==> src/rtl/selfid_seq_pkg.sv <==
package selfid_seq_pkg;
  localparam logic [31:0] BEGIN_MARK = 32'h0000_00E0;
  localparam logic [31:0] END_MARK   = 32'h0000_0001;
  localparam logic [31:0] ID_MASK    = 32'h3F80_0000;

  typedef enum logic [3:0] {
    S_IDLE, S_GET0, S_CLS, S_GET1, S_UNCONN, S_OWNPRE,
    S_PAIR, S_DRAIN, S_END, S_ROOTOWN, S_DONE
  } seqState_t;

  // strobes from control to datapath
  typedef struct packed {
    logic loadStart;
    logic takeIn;
    logic loadHold;
    logic clrFirst;
    logic setNotSelf;
    logic incErr;
  } dpCtl_t;

  // conditions from datapath to control
  typedef struct packed {
    logic remZero;
    logic first;
    logic notSelf;
    logic unconn;
    logic rootInsert;
    logic holdBegin;
    logic holdEnd;
    logic pairOk;
    logic ownBefore;
  } dpStat_t;
endpackage

==> src/rtl/selfid_seq_dp.sv <==
module selfid_seq_dp
  import selfid_seq_pkg::*;
#(
  parameter int CNT_W = 12,
  parameter int ERR_W = 8
) (
  input  logic             clk,
  input  logic             rstN,
  input  dpCtl_t           ctl,
  output dpStat_t          stat,
  input  logic [CNT_W-1:0] startBytes,
  input  logic [31:0]      nodeIdWord,
  input  logic [31:0]      ownSelfId,
  input  logic [31:0]      inData,
  input  logic             outSelOwn,
  output logic [31:0]      outData,
  output logic [5:0]       phyIdQ,
  output logic             rootQ,
  output logic [ERR_W-1:0] errCount
);
  localparam int REM_W = CNT_W - 2;
  localparam logic [ERR_W-1:0] ERR_MAX = '1;

  logic [REM_W-1:0] remQ;
  logic [31:0]      hold;
  logic [31:0]      ownQ;
  logic             firstQ, notSelfQ, unconnQ;
  logic [31:0]      nextIdKey;
  logic             unusedBits;

  assign unusedBits = ^{nodeIdWord[31:24], nodeIdWord[22:6], startBytes[1:0]};

  always_ff @(posedge clk) begin
    if (!rstN) begin
      remQ     <= '0;
      hold     <= '0;
      ownQ     <= '0;
      phyIdQ   <= '0;
      rootQ    <= 1'b0;
      firstQ   <= 1'b0;
      notSelfQ <= 1'b0;
      unconnQ  <= 1'b0;
      errCount <= '0;
    end else begin
      if (ctl.loadStart) begin
        remQ     <= startBytes[CNT_W-1:2];
        ownQ     <= ownSelfId;
        phyIdQ   <= nodeIdWord[5:0];
        rootQ    <= nodeIdWord[23];
        firstQ   <= 1'b1;
        notSelfQ <= 1'b0;
        unconnQ  <= (startBytes == CNT_W'(8));
      end
      if (ctl.takeIn)     remQ     <= remQ - 1'b1;
      if (ctl.loadHold)   hold     <= inData;
      if (ctl.clrFirst)   firstQ   <= 1'b0;
      if (ctl.setNotSelf) notSelfQ <= 1'b1;
      if (ctl.incErr && errCount != ERR_MAX) errCount <= errCount + 1'b1;
    end
  end

  assign nextIdKey = {1'b0, ({1'b0, phyIdQ} + 7'd1), 24'd0};

  always_comb begin
    stat.remZero    = (remQ == '0);
    stat.first      = firstQ;
    stat.notSelf    = notSelfQ;
    stat.unconn     = unconnQ;
    stat.rootInsert = rootQ && (phyIdQ != 6'd0);
    stat.holdBegin  = (hold == BEGIN_MARK);
    stat.holdEnd    = (hold == END_MARK);
    stat.pairOk     = (inData == ~hold);
    stat.ownBefore  = ((hold & ID_MASK) == nextIdKey);
  end

  assign outData = outSelOwn ? ownQ : hold;
endmodule

==> src/rtl/selfid_seq_ctl.sv <==
module selfid_seq_ctl
  import selfid_seq_pkg::*;
(
  input  logic    clk,
  input  logic    rstN,
  input  logic    start,
  input  logic    inValid,
  input  logic    outReady,
  input  dpStat_t stat,
  output dpCtl_t  ctl,
  output logic    inReady,
  output logic    outValid,
  output logic    outSelOwn,
  output logic    donePulse,
  output logic    doneSelfId
);
  seqState_t state, nxt;

  always_ff @(posedge clk) begin
    if (!rstN) state <= S_IDLE;
    else       state <= nxt;
  end

  always_comb begin
    nxt       = state;
    ctl       = '0;
    inReady   = 1'b0;
    outValid  = 1'b0;
    outSelOwn = 1'b0;
    donePulse = 1'b0;
    unique case (state)
      S_IDLE: if (start) begin
        ctl.loadStart = 1'b1;
        nxt = S_GET0;
      end
      S_GET0: begin
        inReady = !stat.remZero;
        if (stat.remZero) nxt = S_END;
        else if (inValid) begin
          ctl.takeIn = 1'b1;
          ctl.loadHold = 1'b1;
          nxt = S_CLS;
        end
      end
      S_CLS: begin
        if (stat.first) begin
          ctl.clrFirst = 1'b1;
          if (!stat.holdBegin) begin
            ctl.setNotSelf = 1'b1;
            nxt = S_DRAIN;
          end else nxt = stat.unconn ? S_UNCONN : S_GET0;
        end
        else if (stat.holdBegin) nxt = S_GET0;
        else if (stat.holdEnd)   nxt = S_DRAIN;
        else if (stat.remZero) begin
          ctl.incErr = 1'b1;
          nxt = S_GET0;
        end
        else nxt = S_GET1;
      end
      S_GET1: begin
        inReady = 1'b1;
        if (inValid) begin
          ctl.takeIn = 1'b1;
          if (stat.pairOk) nxt = stat.ownBefore ? S_OWNPRE : S_PAIR;
          else begin
            ctl.incErr = 1'b1;
            ctl.loadHold = 1'b1;
            nxt = S_CLS;
          end
        end
      end
      S_UNCONN: begin
        outValid = 1'b1;
        outSelOwn = 1'b1;
        if (outReady) nxt = S_GET0;
      end
      S_OWNPRE: begin
        outValid = 1'b1;
        outSelOwn = 1'b1;
        if (outReady) nxt = S_PAIR;
      end
      S_PAIR: begin
        outValid = 1'b1;
        if (outReady) nxt = S_GET0;
      end
      S_DRAIN: begin
        inReady = !stat.remZero;
        if (stat.remZero) nxt = S_END;
        else if (inValid) ctl.takeIn = 1'b1;
      end
      S_END: nxt = (doneSelfId && stat.rootInsert) ? S_ROOTOWN : S_DONE;
      S_ROOTOWN: begin
        outValid = 1'b1;
        outSelOwn = 1'b1;
        if (outReady) nxt = S_DONE;
      end
      S_DONE: begin
        donePulse = 1'b1;
        nxt = S_IDLE;
      end
      default: nxt = S_IDLE;
    endcase
  end

  assign doneSelfId = !stat.notSelf && !stat.first;
endmodule

==> src/rtl/selfid_seq.sv <==
module selfid_seq
  import selfid_seq_pkg::*;
#(
  parameter int CNT_W = 12,
  parameter int ERR_W = 8
) (
  input  logic             clk,
  input  logic             rstN,
  input  logic             start,
  input  logic [CNT_W-1:0] startBytes,
  input  logic [31:0]      nodeIdWord,
  input  logic [31:0]      ownSelfId,
  input  logic             inValid,
  input  logic [31:0]      inData,
  output logic             inReady,
  output logic             outValid,
  output logic [31:0]      outData,
  input  logic             outReady,
  output logic             donePulse,
  output logic [5:0]       donePhyId,
  output logic             doneRoot,
  output logic             doneSelfId,
  output logic [ERR_W-1:0] errCount
);
  dpCtl_t  ctl;
  dpStat_t stat;
  logic    outSelOwn;

  selfid_seq_ctl u_ctl (
    .clk(clk), .rstN(rstN), .start(start), .inValid(inValid),
    .outReady(outReady), .stat(stat), .ctl(ctl), .inReady(inReady),
    .outValid(outValid), .outSelOwn(outSelOwn), .donePulse(donePulse),
    .doneSelfId(doneSelfId)
  );

  selfid_seq_dp #(.CNT_W(CNT_W), .ERR_W(ERR_W)) u_dp (
    .clk(clk), .rstN(rstN), .ctl(ctl), .stat(stat),
    .startBytes(startBytes), .nodeIdWord(nodeIdWord), .ownSelfId(ownSelfId),
    .inData(inData), .outSelOwn(outSelOwn), .outData(outData),
    .phyIdQ(donePhyId), .rootQ(doneRoot), .errCount(errCount)
  );
endmodule

==> config.mk <==
export PLATFORM = sky130hd
export DESIGN_NAME = selfid_seq
export DESIGN_NICKNAME = d
export VERILOG_FILES = /design/src/rtl/selfid_seq_pkg.sv /design/src/rtl/selfid_seq_dp.sv /design/src/rtl/selfid_seq_ctl.sv /design/src/rtl/selfid_seq.sv
export SDC_FILE = /design/constraint.sdc
export NUM_CORES = 1
export LEC_CHECK = 0
export ABC_AREA = 0
export BUFFER_PORTS_ARGS = -buffer_cell sky130_fd_sc_hd__buf_2
export CAP_MARGIN = 30
export CORE_MARGIN = 2
export CORE_UTILIZATION = 40
export CTS_CLUSTER_DIAMETER = 100
export DETAILED_ROUTE_END_ITERATION = 10
export PLACE_DENSITY = 0.65
export SLEW_MARGIN = 10
export SYNTH_ARGS = -nofsm -noshare
export SYNTH_HDL_FRONTEND = slang
export SYNTH_HIERARCHICAL = 1
export SYNTH_SLANG_ARGS = --single-unit
export TNS_END_PERCENT = 1
==> constraint.sdc <==
create_clock -name clk -period 6.1 [get_ports clk]
set_clock_uncertainty 0.05 [all_clocks]
set_input_delay 0.61 -clock clk [delete_from_list [all_inputs] [get_ports clk]]
set_output_delay 0.61 -clock clk [all_outputs]
set_load 0.005 [all_outputs]
==> results_dict.tcl <==
set metrics [dict create \
    startpoint_type "register" \
    avgSynthCellArea_um2 9.213 \
    final_hold_viol_count 0 \
    setup_slack_ns 2.421 \
    htree_levels 3 \
    start_util 0.4101 \
    cts.repair.resized 0 \
    grt_util_all_layers 0.1963 \
    drc_errors 0 \
    layout.nets 798 \
    power_leakage_nw 2.631 \
    post-route-period-util 0.6031 \
    final_util 0.4955 \
    worst_hold_path_type "register to register" \
    post_cts_buffers 0 \
    place_hpwl_um 9861 \
    synth_top_family_by_area "multiplexers" \
    rsz0062_at_grt "false" \
    die_h_um 118.0 \
    clock_latency_ns 0.35 \
    tns_ns 0 \
    clkTransAtPathRegs_ns 0.06 \
    crit_buf_inv 1 \
    crit_chain "nor4bb_1 > or2_2 > mux2_2 > buf_2" \
    status "completed" \
    cts.sink_count 96 \
    regArea_um2 1922 \
    setup_viol 0 \
    pre_cts_ws_ns 2.797 \
    multiInputGateArea_um2 3060 \
    yosys-top-cells-area "dfxtp_1 37%, mux2i_1 15%, mux2_2 7.4%" \
    irDropWorstVdd_uv 161.4 \
    setup.worst_path.end_class "primary output" \
    slowest_delay_ns 0.79 \
    cp_top_family "simple AND/OR/NAND/NOR gates" \
    slew_headroom 0.4020 \
    fillers 1250 \
    numCtsBuffers 9 \
    cts_tree "yes" \
    synth_simple_gate_area_frac 0.1972 \
    num_rows 41 \
    syn-num-nets 681 \
    seq_area_frac_synth 0.3699 \
    synthAdderAreaFrac 0.009632 \
    netlist-cell-type-count 64 \
    cp.required_ns 5.44 \
    synth_edf_count 0 \
    core_area_um2 12670 \
    drt_iter0_markers 250 \
    slew_viol_final 0 \
    gr-total-overflow 0 \
    synth_compound_area_frac 0.08981 \
    crit_arrival_ns 3.02 \
    area_delta_synth_final_pct 20.83 \
    io_pins 164 \
    worst_pin_slew_ns 0.8970 \
    first_pass_iters 5 \
    synth_area_um2 5196 \
    dieArea_um2 13920 \
    antenna_cells 0 \
    grt_max_degree 83 \
    antenna_found_initial 0 \
    path_max_fanout 32 \
    drt-wirelength-per-cell_um 15.79 \
    synthMuxAreaShare 0.2201 \
    grt_first_pass_wirelength_um 22160 \
    drt-total-wl_um 13550 \
    synthFlopType "dfxtp_1" \
    p_per_area_nw_per_um2 372.3 \
    cts_buffer_depth 2 \
    synth_largest_area_cell "dfxtp_1" \
    routed_via_density 5.315 \
    regToRegSetupSlack_ns 2.84 \
    synth_cells 564 \
    antenna_left 0 \
    async_flop_share 0 \
    die-width_um 118.0 \
    num_vias 4560 \
    netlist.area_leader.share 0.3699 \
    yosys_warnings 6 \
    cp_slowest_cell "or2_2" \
    max_freq_mhz 271.8 \
    worst-setup-path-type "register to primary output" \
    io_buffers 138 \
    ctsHoldBuffers 0 \
    clockRootBuffer "clkbuf_16" \
    grt_pass1_vias 4435 \
    synth_xor_area_frac 0.07079 \
    cap_violations 0 \
    gp_congestion 0.8142 \
    ys_ff_latch 96 \
    period_needed_ns 3.679 \
    drive_gt1_frac 0.2945 \
    synth_common_cells "96 x dfxtp_1, 96 x nor2_1, 76 x mux2i_1, 36 x xnor2_1, 34 x mux2_2" \
]
## metrics by stage
stage / power [W] / instance area [µm²] / hold WS [ns] / instances
CTS: 0.002357 / 6279 / 0.4323 / 858
global placement: 0.001713 / 5963 / 0.4081 / 842
global route: 0.002494 / 6279 / 0.4392 / 858
floorplan: 0.001509 / 5196 / 0.3867 / 564
finish: 0.002338 / 6279 / 0.4312 / 858
detailed placement: 0.001743 / 5963 / 0.4205 / 842
## area by class of cell
cell class / count / area share
Clock inverter: 3 / 0.01036
Timing Repair Buffer: 141 / 0.1136
Tap cell: 172 / 0.03428
Clock buffer: 13 / 0.03986
Sequential cell: 96 / 0.3061
Multi-Input combinational cell: 419 / 0.4874
Inverter: 14 / 0.008370
## final timing paths
kind                                                  start  cells after the start                            end
worst min register to register    u_dp/remQ[8]$_SDFFE_PN0P_                      1      u_dp/remQ[8]$_SDFFE_PN0P_
worst min-delay path              u_dp/remQ[8]$_SDFFE_PN0P_                      1      u_dp/remQ[8]$_SDFFE_PN0P_
worst max register to register    u_dp/remQ[5]$_SDFFE_PN0P_                      9  u_dp/errCount[2]$_SDFFE_PN0P_
worst max-delay path            u_ctl/state[0]$_SDFFE_PN0P_                      4                    outData[25]
## flip-flops by register name, indices dropped and copies added (netlist names)
name / cells
u_dp/ownQ: 32
u_dp/notSelfQ: 1
u_dp/hold: 32
u_dp/phyIdQ: 6
u_dp/unconnQ: 1
u_ctl/state: 4
u_dp/remQ: 10
u_dp/rootQ: 1
u_dp/firstQ: 1
u_dp/errCount: 8
## per-layer routing
metal	up-vias	track usage	share of wire
li1	2257	-	-
met1	2171	0.2458	0.45
met2	118	0.3281	0.48
met3	14	0.05281	0.054
met4	0	0.06175	0.015
met5	-	0	0
## kinds of logic after synthesis
logic type | count (synthesis)
fa+ha+maj | 4
flops | 96
simple gates | 197
buf+inv | 49
xor+xnor | 42
compound gates | 66
mux | 110
## layout by cell type (no fill, tap or decap), drive strengths merged, types with 3 or more instances in the layout
master | netlist | final
nor2 | 96 | 96
nand2 | 11 | 11
and3 | 8 | 8
a31oi | 3 | 3
mux2i | 76 | 76
dfxtp | 96 | 96
inv | 13 | 14
xor2 | 6 | 6
nand3 | 7 | 7
a21oi | 12 | 12
o21ai | 12 | 12
nor2b | 7 | 7
clkbuf | 17 | 13
nor3b | 3 | 3
and2 | 5 | 5
mux2 | 34 | 34
xnor2 | 36 | 36
buf | 18 | 141
nand4 | 5 | 5
nand2b | 4 | 4
a21boi | 3 | 3
nor4 | 21 | 21
a311oi | 5 | 5
nand4b | 3 | 3
ha | 4 | 4
nor4b | 3 | 3
nor3 | 7 | 7
a211oi | 12 | 12
or4b | 3 | 3
## power breakdown
part / leakage (nW) / total, W / switching (W) / internal [W]
Clock: 0.154 / 0.000608 / 0.000237 / 0.000370
Combinational: 1.69 / 0.000834 / 0.000422 / 0.000411
Sequential: 0.784 / 0.000896 / 0.000148 / 0.000748
Power figures use the tool's default switching activity.
